### config.mk
export PLATFORM = sky130hd
export DESIGN_NAME = ir_pattern_timer
export DESIGN_NICKNAME = d
export VERILOG_FILES = /design/src/rtl/ir_pattern_timer.sv
export SDC_FILE = /design/constraint.sdc
export NUM_CORES = 1
export LEC_CHECK = 0
export ABC_AREA = 1
export CAP_MARGIN = 30
export CELL_PAD_IN_SITES_DETAIL_PLACEMENT = 1
export CELL_PAD_IN_SITES_GLOBAL_PLACEMENT = 1
export CORE_MARGIN = 2
export CORE_UTILIZATION = 30
export DETAILED_ROUTE_END_ITERATION = 8
export GPL_TIMING_DRIVEN = 0
export PLACE_DENSITY_LB_ADDON = 0.08
export SLEW_MARGIN = 5
export SYNTH_ARGS = -nofsm -noshare
export SYNTH_HDL_FRONTEND = slang
export SYNTH_SLANG_ARGS = --single-unit
### constraint.sdc
create_clock -name clk -period 2.2 [get_ports clk]
set_clock_uncertainty 0.1 [all_clocks]
set_input_delay 0.22 -clock clk [delete_from_list [all_inputs] [get_ports clk]]
set_output_delay 0.22 -clock clk [all_outputs]
set_load 0.05 [all_outputs]
### src/rtl/ir_pattern_timer.sv
module ir_pattern_timer #(
  parameter int           CNT_W   = 9,
  parameter int           PRESC   = 64,
  parameter int           CAR_HI  = 35,
  parameter int           CAR_LO  = 70,
  parameter logic [7:0]   CTL_RST = 8'h03
) (
  input  logic             clk,
  input  logic             rst_n,
  input  logic             cnt_wr,
  input  logic [CNT_W-1:0] cnt_wdata,
  input  logic             ctl_wr,
  input  logic [7:0]       ctl_wdata,
  output logic [7:0]       ctl_q,
  output logic             done,
  output logic             tx_out,
  output logic             ind_out
);

  localparam int PW   = (PRESC > 1) ? $clog2(PRESC) : 1;
  localparam int CMAX = (CAR_HI > CAR_LO) ? CAR_HI : CAR_LO;
  localparam int CW   = $clog2(CMAX + 1);

  logic [CNT_W-1:0] cnt_q, cnt_d;
  logic [PW-1:0]    pre_q;
  logic [CW-1:0]    cc_q;
  logic             ph_hi, busy, done_q;

  wire run    = cnt_q != '0;
  wire run_d  = cnt_d != '0;
  wire tick   = pre_q == PW'(PRESC - 1);
  wire end_hi = ph_hi  && (cc_q == CW'(CAR_HI - 1));
  wire end_lo = !ph_hi && (cc_q == CW'(CAR_LO - 1));
  wire gen_on = run | busy;

  always_ff @(posedge clk or negedge rst_n)
    if (!rst_n)      ctl_q <= CTL_RST;
    else if (ctl_wr) ctl_q <= ctl_wdata;

  always_comb begin
    cnt_d = cnt_q;
    if (cnt_wr)           cnt_d = cnt_wdata;
    else if (run && tick) cnt_d = cnt_q - 1'b1;
  end

  always_ff @(posedge clk or negedge rst_n)
    if (!rst_n) begin
      cnt_q  <= '0;
      pre_q  <= '0;
      done_q <= 1'b0;
    end else begin
      cnt_q <= cnt_d;
      if (cnt_wr || !run || tick) pre_q <= '0;
      else                        pre_q <= pre_q + 1'b1;
      if (cnt_wr)                                      done_q <= 1'b0;
      else if (run && tick && cnt_q == CNT_W'(1))      done_q <= 1'b1;
    end

  always_ff @(posedge clk or negedge rst_n)
    if (!rst_n) begin
      ph_hi <= 1'b1;
      cc_q  <= '0;
      busy  <= 1'b0;
    end else if (!gen_on) begin
      ph_hi <= 1'b1;
      cc_q  <= '0;
      busy  <= 1'b0;
    end else begin
      busy <= !(end_lo && !run_d);
      if (end_hi) begin
        ph_hi <= 1'b0;
        cc_q  <= '0;
      end else if (end_lo) begin
        ph_hi <= 1'b1;
        cc_q  <= '0;
      end else begin
        cc_q  <= cc_q + 1'b1;
      end
    end

  assign done    = done_q;
  assign tx_out  = ctl_q[2] ? run : (gen_on & ph_hi);
  assign ind_out = ctl_q[3] & tx_out;

  AST_STEP_ONE: assert property (@(posedge clk) disable iff (!rst_n)
    (run && !cnt_wr) |=> (cnt_q == $past(cnt_q) || cnt_q == $past(cnt_q) - CNT_W'(1)));

  AST_DONE_AT_ZERO: assert property (@(posedge clk) disable iff (!rst_n)
    (run && !cnt_wr) |=> (run || done));

  AST_ZERO_WRITE: assert property (@(posedge clk) disable iff (!rst_n)
    (cnt_wr && cnt_wdata == '0) |=> (!run && !done));

  AST_QUIET_WHEN_DONE: assert property (@(posedge clk) disable iff (!rst_n)
    (done && !busy) |-> !tx_out);

  AST_END_AFTER_LOW: assert property (@(posedge clk) disable iff (!rst_n)
    $fell(busy) |-> $past(!ph_hi));

endmodule

# After elaboration in Yosys (flattened, before gate mapping)
# Index checks and enable logic that the tools add are counted.
[op_classes]
addsub = 3
eq_ne = 5
mux = 13
bitwise = 3
n_reduce_logical = 14
[ops]
columns = ["cell", "n"]
rows = [
  ["two-way mux 7 bit", 3],
  ["two-way mux 9 bit", 2],
  ["nonzero test 9 bit", 2],
  ["== test 9 x 1 -> 1 bit (second input constant)", 1],
  ["subtractor 9 x 1 -> 9 bit (second input constant)", 1],
  ["adder 7 x 1 -> 7 bit (second input constant)", 1],
  ["== test 7 x 6 -> 1 bit (second input constant)", 1],
  ["== test 7 bit (second input constant)", 1],
  ["two-way mux 1 bit", 7],
  ["adder 6 x 1 -> 6 bit (second input constant)", 1],
  ["== test 6 bit (second input constant)", 1],
  ["two-way mux 6 bit", 1],
  ["logical AND 1 bit", 5],
  ["logical NOT 1 bit", 4],
  ["inequality test 3 bit (second input constant)", 1],
  ["bitwise AND 1 bit", 2],
  ["logical OR 1 bit", 2],
  ["nonzero test 2 bit", 1],
  ["OR 1 bit", 1],
]
[totals]
reg_bits = 33
word_cells = 45

# Longest topological paths before layout
# Gate-level depths: netlist (run 1).
[depth]
depth_word = 9
mapped_depth = 15

# Least setup slack after synthesis (run 1)
# OpenSTA, ideal clock, no wires.
[synth_path]
path_type = "register to output"
start = "register cnt_q[0]"
end = "output ind_out"
arrival_ns = 2.138
path_slack_ns = -0.258
stages_incl_launch_ff = 8
path_buffers = 0
path_cell_list = "dfrtp_1 inv_1 ha_1 nand2_1 nor2_4 nand2_8 a21oi_1 a211oi_1"
[synth_via]
elab_chain_cells = 5
[synth_lines]
columns = ["element", "line", "rtl"]
rows = [
  ["from (decl)", "24", "logic [CNT_W-1:0] cnt_q, cnt_d;"],
  ["from (signal assigned)", "52", "cnt_q <= cnt_d;"],
  ["nonzero test 9 bit *", "29", "wire run = cnt_q != '0;"],
  ["OR 1 bit", "34", "wire gen_on = run | busy;"],
  ["bitwise AND 1 bit", "82", "assign tx_out = ctl_q[2] ? run : (gen_on & ph_hi);"],
  ["two-way mux 1 bit *", "82", ""],
  ["bitwise AND 1 bit *", "83", "assign ind_out = ctl_q[3] & tx_out;"],
  ["to (decl)", "17", "output logic ind_out"],
]
# Every way passes the cells marked *; elsewhere a longest branch is shown, timed or not.

# Worst setup path in the final report (run 1)
# Ends and elaborated chain as after synthesis.

==> results of run 1 <==
==> critical path: cells and delay by family (launching register included) <==
| family | cells | cell delay [ns] |
|---|---|---|
| compound gates | 2 | 0.19 |
| fa+ha+maj | 1 | 0.21 |
| buf+inv | 2 | 0.36 |
| flops | 1 | 0.39 |
| simple gates | 3 | 0.28 |
==> worst paths after layout <==
check / to / slack [ns]
min in group asynchronous: ctl_q[6] / 0.44
min: ctl_q[3] / 0.26
max: ind_out / 0.17
min reg2reg: pre_q[0] / 0.36
max reg2reg: busy / 0.22
max in group asynchronous: cc_q[6] / 1.08
==> routing by layer <==
layer | global-route usage | up-vias | part of all wire
met5 | 0 | - | 0
met4 | 0.0492 | 0 | 0.017
met3 | 0.0368 | 7 | 0.035
met2 | 0.224 | 20 | 0.46
met1 | 0.179 | 738 | 0.49
li1 | - | 798 | -
==> where the power goes <==
group          internal [uW]  leakage (uW)  switching (uW)  total, uW
registers                643      0.000398            28.7        672
clock network            369     0.0000585             227        596
logic                    116      0.000653             182        297
total                   1130       0.00111             437       1570
==> area by class of cell <==
| cell class | instances | area share |
|---|---|---|
| Inverter | 26 | 0.0449 |
| Sequential cell | 33 | 0.346 |
| Multi-Input combinational cell | 167 | 0.389 |
| Timing Repair Buffer | 33 | 0.130 |
| Clock buffer | 7 | 0.0360 |
| Buffer | 2 | 0.00313 |
| Tap cell | 75 | 0.0392 |
| Clock inverter | 1 | 0.0125 |
==> stage by stage <==
step,setup slack [ns],cell area [um^2],setup TNS [ns],power [uW]
floorplan,0.124,1870,0,867
global placement,-0.246,2270,-0.472,980
detailed placement,-0.259,2260,-0.499,983
CTS,0.0107,2380,0,1590
global route,0.0151,2400,0,1650
finish,0.171,2400,0,1570
==> logic make-up after synthesis <==
kind of cell	synth area share
adders and majority gates	0.0469
xor gates and xnor gates	0.0328
DFF	0.444
muxes	0.0362
and+or+nand+nor	0.345
buffers and inverters	0.0617
AOI/OAI and AO/OA	0.0335
==> sequential cells by signal, summed over array words and instances, names as in the netlist <==
signal and cells:
ph_hi 1, cc_q 7, pre_q 6, ctl_q 8, busy 1, cnt_q 9
done 1
==> cells in the final DEF, fill, tap and decap left out, drive strengths merged <==
master,Yosys,final
nand2,71,71
nor2,34,34
dfrtp,30,30
clkdlybuf4s50,0,27
inv,24,24
nand3,18,18
clkbuf,2,9
ha,7,7
a21oi,7,7
mux2,6,6
nand4,5,5
xor2,5,5
buf,0,5
o21ai,4,4
dfstp,3,3
or2,2,2
nor3,2,2
nor3b,2,2
xnor2,2,2
clkinv,2,2
nand3b,1,1
a211oi,1,1
bufinv,0,1
dlygate4sd3,0,1
==> timing repair <==
action                     4_1_cts  5_1_grt
hold endpoints to repair        30        0
pin swaps                        0        1
hold buffers                     1        0
resized for setup               11        2
setup endpoints to repair        2        3
buffers inserted                 0        2
==> results.json, run 1 <==
{
  "setup_violations": 0,
  "firstDrtPassIters": 4,
  "grt_usage": 0.139,
  "cts_made_buffers": 5,
  "avgSynthCellArea_um2": 8.19,
  "dp_cells": 333,
  "die-width_um": 82.9,
  "drc": 0,
  "hpwl_mm": 3.29,
  "yosys-top-cells-count": "nand2_1 (60), dfrtp_1 (30), nor2_1 (29)",
  "outcome": "complete, no violations",
  "port-buffer-count": 30,
  "clock-sinks": 33,
  "syn-num-nets": 256,
  "maxSlewViolCount": 0,
  "synth_area_leader_cell": "dfrtp_1",
  "design.core.area_um2": 5960,
  "path_cells": "inv_2, ha_1, nand2_1, nor2_4, nand2_8, a21oi_2, a211oi_2, buf_2",
  "hold_ws_ns": 0.257,
  "dieArea_um2": 6870,
  "seqCellArea_um2": 830,
  "grt_pass1_wl_mm": 7.78,
  "wl_mm": 4.29,
  "worstSetupPathType": "reg2out",
  "crit_start": "cnt_q[0]",
  "overflow": 0,
  "slowest_delay_ns": 0.39,
  "synthArstFlopShare": 1.00,
  "gp_congestion": 0.733,
  "p_per_area_nw_per_um2": 653,
  "worstHoldStart": "ctl_wr",
  "fmax_mhz": 493,
  "nNetsFinal": 296,
  "hold_viol_final": 0,
  "root_buffer": "clkbuf_8",
  "maxCapViolCount": 0,
  "post-route-util": 0.402,
  "worst_slew_pin_slew_ns": 0.754,
  "ir_worst_vdd_v": 0.000418,
  "viasPerCell": 4.54,
  "synthFlopType": "dfrtp_1",
  "leakage_uw": 0.00111,
  "finalNonFillerCells": 344,
  "synth_enable_flop_cells": 0,
  "start_util": 0.313,
  "rows": 28,
  "cts_buffer_depth": 2,
  "synth-seq-cells": 33,
  "seq_area_frac_synth": 0.444,
  "first_iter_violations": 45,
  "synth_top_area_frac": 0.402,
  "period_minus_slack_ns": 2.03,
  "num_vias": 1563,
  "area_delta_synth_final_pct": 28.4,
  "ant_nets": 0,
  "hp-class": "in2reg",
  "post-route-period-util": 0.922,
  "syn_area_um2": 1870,
  "r2r-start": "cnt_q[0]",
  "drive_gt1_frac": 0.175,
  "grt_pass1_vias": 1711,
  "arrival_ns": 1.71,
  "slew_headroom": 0.498,
  "synth_cells": 228,
  "crit_required_ns": 1.88,
  "ys_warn_count": 0,
  "cts.clk_slew.worst_paths_ns": 0.07,
  "cp_max_fo": 9,
  "rsz0062_at_grt": "no",
  "diodes": 0,
  "wl_per_cell_um": 12.5,
  "io_pins": 32,
  "grt_max_degree": 34,
  "crit_slowest_cell": "dfrtp_1",
  "insertion_delay_ns": 0.28,
  "synthTopCellsByArea": "dfrtp_1 (40%), nand2_1 (12%), nor2_1 (5.8%), ha_1 (4.7%), nand3_1 (4.6%)",
  "ys_types": 28,
  "r2r_cells": 15,
  "cts_tree": "done",
  "die_y_um": 82.9,
  "antenna_found_initial": 0,
  "cts.htree.levels": 2,
  "cp-start-kind": "flip-flop",
  "yosysMostFrequentCell": "nand2_1",
  "n_fill_cell": 742,
  "worstSetupEndpointType": "output port",
  "holdPathStages": 3,
  "multi_input_area_um2": 931
}
Power figures use the tool's default switching activity.
==> run 2: changes to the inputs <==
CTS_CLUSTER_SIZE = 16   (was unset)
RECOVER_POWER = 100   (was unset)
==> run 2 against run 1 <==
Effect of this change: register-to-register slack about the same; total power decreased by 0.43%; critical path depth unchanged; largest power group unchanged.
==> results.json, run 2 (same netlist as run 1, synthesis figures left out) <==
{
  "outcome": "complete, no violations",
  "grt_busiest_layer": "met2",
  "period_minus_slack_ns": 2.05,
  "maxSlewViolCount": 0,
  "p_per_area_nw_per_um2": 652,
  "antenna_found_initial": 0,
  "cts.clk_slew.worst_paths_ns": 0.07,
  "io_pins": 32,
  "start_util": 0.313,
  "cp-start-kind": "flip-flop",
  "worst_slew_pin_slew_ns": 0.840,
  "reg_top3": "cnt_q x9, ctl_q x8, cc_q x7",
  "cts_made_buffers": 5,
  "leakage_uw": 0.00112,
  "layout_setup_ws_ns": 0.146,
  "layout_commonest_cell": "nand2_1",
  "crit_required_ns": 1.88,
  "hold_ws_ns": 0.259,
  "regMostFlops": "cnt_q",
  "hpwl_mm": 3.29,
  "hp-class": "in2reg",
  "setup_violations": 0,
  "clock-sinks": 33,
  "firstDrtPassIters": 4,
  "cts.htree.levels": 2,
  "grtUsageMet1": 0.179,
  "rows": 28,
  "hold_viol_final": 0,
  "die_y_um": 82.9,
  "wl_per_cell_um": 12.5,
  "worstSetupEndpointType": "output port",
  "post-route-util": 0.401,
  "placed_cell_area_um2": 2260,
  "num_vias": 1564,
  "first_iter_violations": 44,
  "worstSetupPathType": "reg2out",
  "area_delta_synth_final_pct": 28.1,
  "largest_reg_flops": 9,
  "diodes": 0,
  "post-route-period-util": 0.933,
  "die-width_um": 82.9,
  "drc": 0,
  "insertion_delay_ns": 0.28,
  "wl_mm": 4.29,
  "nNetsFinal": 296,
  "grt_max_degree": 34,
  "ir_worst_vdd_v": 0.000418,
  "dp_slack_ns": -0.259,
  "postLayoutCellArea_um2": 2390,
  "port-buffer-count": 30,
  "grt_usage": 0.139,
  "grtUsageMet2": 0.224,
  "grt_pass1_vias": 1711,
  "cts_tree": "done",
  "fmax_mhz": 487,
  "gp_congestion": 0.733,
  "design.core.area_um2": 5960,
  "fin_total_pwr_uw": 1560,
  "use_met3": 0.0368,
  "root_buffer": "clkbuf_8",
  "n_fill_cell": 743,
  "rsz0062_at_grt": "no",
  "ant_nets": 0,
  "cp_max_fo": 9,
  "arrival_ns": 1.73,
  "cts_buffer_depth": 2,
  "drive_gt1_frac": 0.167,
  "viasPerCell": 4.55,
  "grt_pass1_wl_mm": 7.78,
  "dieArea_um2": 6870,
  "overflow": 0,
  "final_cell_mix": "nand2_1 (62), dfrtp_1 (30), nor2_1 (29)",
  "slew_headroom": 0.440,
  "maxCapViolCount": 0
}
[run 2: worst max-delay path, cell delays in order (launching register included)]
cell	delay, ns
dfrtp_1	0.41
inv_2	0.09
ha_1	0.17
nand2_1	0.09
nor2_4	0.14
nand2_8	0.10
a21oi_2	0.15
a21oi_1	0.05
clkbuf_2	0.24
[run 2: worst paths after layout]
check                           startpoint  endpoint  slack (ns)  cells past startpoint
worst max-delay path              cnt_q[0]    tx_out        0.15                      8
worst min-delay path                ctl_wr  ctl_q[3]        0.26                      3
worst max register to register    cnt_q[0]      busy        0.23                     15
worst min register to register    pre_q[0]  pre_q[0]        0.36                      1
max in group asynchronous            rst_n   cc_q[6]        1.00                      2
min in group asynchronous            rst_n  ctl_q[6]        0.47                      2
[run 2: cell type report]
cell class                      count  area, um^2  share of cell area
Multi-Input combinational cell    167         926               0.387
Sequential cell                    33         830               0.347
Timing Repair Buffer               33         310               0.130
Inverter                           26         108              0.0450
Tap cell                           75        93.8              0.0392
Clock buffer                        7        86.3              0.0361
Clock inverter                      1        30.0              0.0126
Buffer                              2        7.51             0.00314
[run 2: per-stage QoR]
stage / setup TNS [ns] / cells
finish: 0 / 344
global route: 0 / 344
CTS: 0 / 342
detailed placement: -0.499 / 333
global placement: -0.472 / 333
floorplan: 0 / 228
[run 2: report_power, final]
part	total (uW)	internal, uW	switching [uW]
clock	596	369	227
combinational	291	110	181
sequential	671	643	28.2
[run 2: routing by layer]
metal	routed length, um	up-vias
met5	0	-
met4	71	0
met3	148	7
met2	1990	20
met1	2080	739
li1	-	798
[run 2: what timing repair did]
item	CTS	global route
setup buffers	0	2
gates resized for setup	11	2
hold buffers	1	0
endpoints found under the setup margin	2	3
pin swaps	0	1
hold endpoints to repair	30	0
==> run 3: changes to the inputs <==
SLEW_MARGIN = 20   (was 5)
==> run 3 against run 2 <==
Effect of this change: global-route usage fell by 0.057 points; sequential share of layout area rose by 0.16 points; worst hold slack improved by 0.018 ns; clock-buffer cell count did not move; sequential power barely moved; first-iteration DRC count fell by 11%; core utilization fell by 0.19 points; fmax barely moved.
==> results.json, run 3 (same netlist as run 1, synthesis figures left out) <==
{
  "final_cell_mix": "nand2_1 (62), dfrtp_1 (30), nor2_1 (29)",
  "maxCapViolCount": 0,
  "arrival_ns": 1.73,
  "grt_usage": 0.138,
  "post-route-period-util": 0.934,
  "first_iter_violations": 39,
  "gp_congestion": 0.733,
  "hpwl_mm": 3.32,
  "worstSetupPathType": "reg2out",
  "cts.clk_slew.worst_paths_ns": 0.07,
  "layout_commonest_cell": "nand2_1",
  "num_vias": 1565,
  "viasPerCell": 4.54,
  "period_minus_slack_ns": 2.05,
  "cts_buffer_depth": 2,
  "overflow": 0,
  "r2r_cells": 15,
  "seqCellArea_um2": 830,
  "nNetsFinal": 297,
  "antenna_found_initial": 0,
  "hp-class": "in2reg",
  "fmax_mhz": 487,
  "slew_headroom": 0.594,
  "ant_nets": 0,
  "die-width_um": 82.9,
  "cp-start-kind": "flip-flop",
  "slowest_delay_ns": 0.41,
  "worst_slew_pin_slew_ns": 0.609,
  "dp_slack_ns": -0.262,
  "cp_max_fo": 9,
  "crit_start": "cnt_q[0]",
  "firstDrtPassIters": 4,
  "setup_violations": 0,
  "path_cells": "inv_2, ha_1, nand2_1, nor2_4, nand2_8, a21oi_2, a21oi_1, clkbuf_2",
  "diodes": 0,
  "dieArea_um2": 6870,
  "rsz0062_at_grt": "no",
  "n_fill_cell": 728,
  "worstSetupEndpointType": "output port",
  "start_util": 0.313,
  "io_pins": 32,
  "r2r-start": "cnt_q[0]",
  "clock-sinks": 33,
  "layout_setup_ws_ns": 0.146,
  "root_buffer": "clkbuf_8",
  "wl_mm": 4.28,
  "wl_per_cell_um": 12.4,
  "crit_family": "flip-flops",
  "fin_setup_tns_ns": 0,
  "grt_max_degree": 24,
  "crit_required_ns": 1.88,
  "area_delta_synth_final_pct": 27.5,
  "multi_input_area_um2": 926,
  "crit_slowest_cell": "dfrtp_1",
  "port-buffer-count": 30,
  "regMostFlops": "cnt_q",
  "worstHoldStart": "ctl_wr",
  "drive_gt1_frac": 0.170,
  "finalNonFillerCells": 345,
  "drc": 0,
  "r2r_end": "busy",
  "cts_tree": "done",
  "maxSlewViolCount": 0,
  "insertion_delay_ns": 0.28,
  "design.core.area_um2": 5960,
  "cts_made_buffers": 5,
  "hold_viol_final": 0,
  "reg_top3": "cnt_q x9, ctl_q x8, cc_q x7",
  "p_per_area_nw_per_um2": 618,
  "ir_worst_vdd_v": 0.000385,
  "grt_pass1_wl_mm": 7.78,
  "cts.htree.levels": 2,
  "leakage_uw": 0.00111,
  "dp_cells": 334,
  "critPathBufInv": 2,
  "die_y_um": 82.9,
  "grt_pass1_vias": 1680,
  "setup.worst_path.end": "tx_out",
  "rows": 28,
  "outcome": "complete, no violations",
  "ff2ff_setup_slack_ns": 0.21,
  "largest_reg_flops": 9,
  "critical_path_depth": 8
}
## run 3: cell count changes in the layout (fill, tap and decap cells not counted)
cell and change:
bufinv_16 -1, clkbuf_8 +1, clkinv_2 +1
## run 3: repair_timing
action	in CTS	in global routing
resized for setup	11	2
hold buffers	1	0
endpoints found under the setup margin	2	3
hold endpoints to repair	31	0
setup buffers	0	2
pin swaps	0	1
## run 3: worst min-delay path by stage
stage               depth (start not counted)       end
CTS                                         2  ctl_q[6]
floorplan                                   0      busy
global placement                            1  pre_q[0]
detailed placement                          1  ctl_q[6]
global route                                3  ctl_q[3]
finish                                      3  ctl_q[3]
## run 3: through the flow
step	area [um^2]	util	total power, uW	hold WS [ns]
2_1_floorplan	1870	-	867	-0.176
3_3_place_gp	2270	0.380	980	0.346
3_5_place_dp	2280	0.383	987	0.0175
4_1_cts	2380	0.400	1510	0.239
5_1_grt	2380	0.400	1550	0.335
6_report	2380	0.400	1470	0.277
## run 3: final cells by class
class | instances | share of cell area
clock inverter | 1 | 0.00210
tap | 75 | 0.0394
timing repair buffer | 34 | 0.132
buffer | 2 | 0.00315
multi-input combinational | 167 | 0.389
sequential | 33 | 0.349
inverter | 26 | 0.0452
clock buffer | 7 | 0.0405
## run 3: per-layer routing
metal,share of wire,vias up,wire length [um],GRT usage
met5,0,-,0,0
met2,0.47,19,2000,0.226
met1,0.48,740,2070,0.177
met3,0.036,6,156,0.0388
met4,0.014,0,59,0.0447
li1,-,800,-,-
## run 3: power breakdown
part	internal, uW	switching [uW]	leakage [uW]	total [uW]
sequential	643	28.1	0.000398	671
clock	283	224	0.0000542	507
combinational	110	181	0.000662	291
## run 3: worst min-delay path: cells and delay by family
kind / cells / cell delay [ns]
compound gates: 1 / 0.06
simple gates: 1 / 0.11
buf+inv: 1 / 0.22
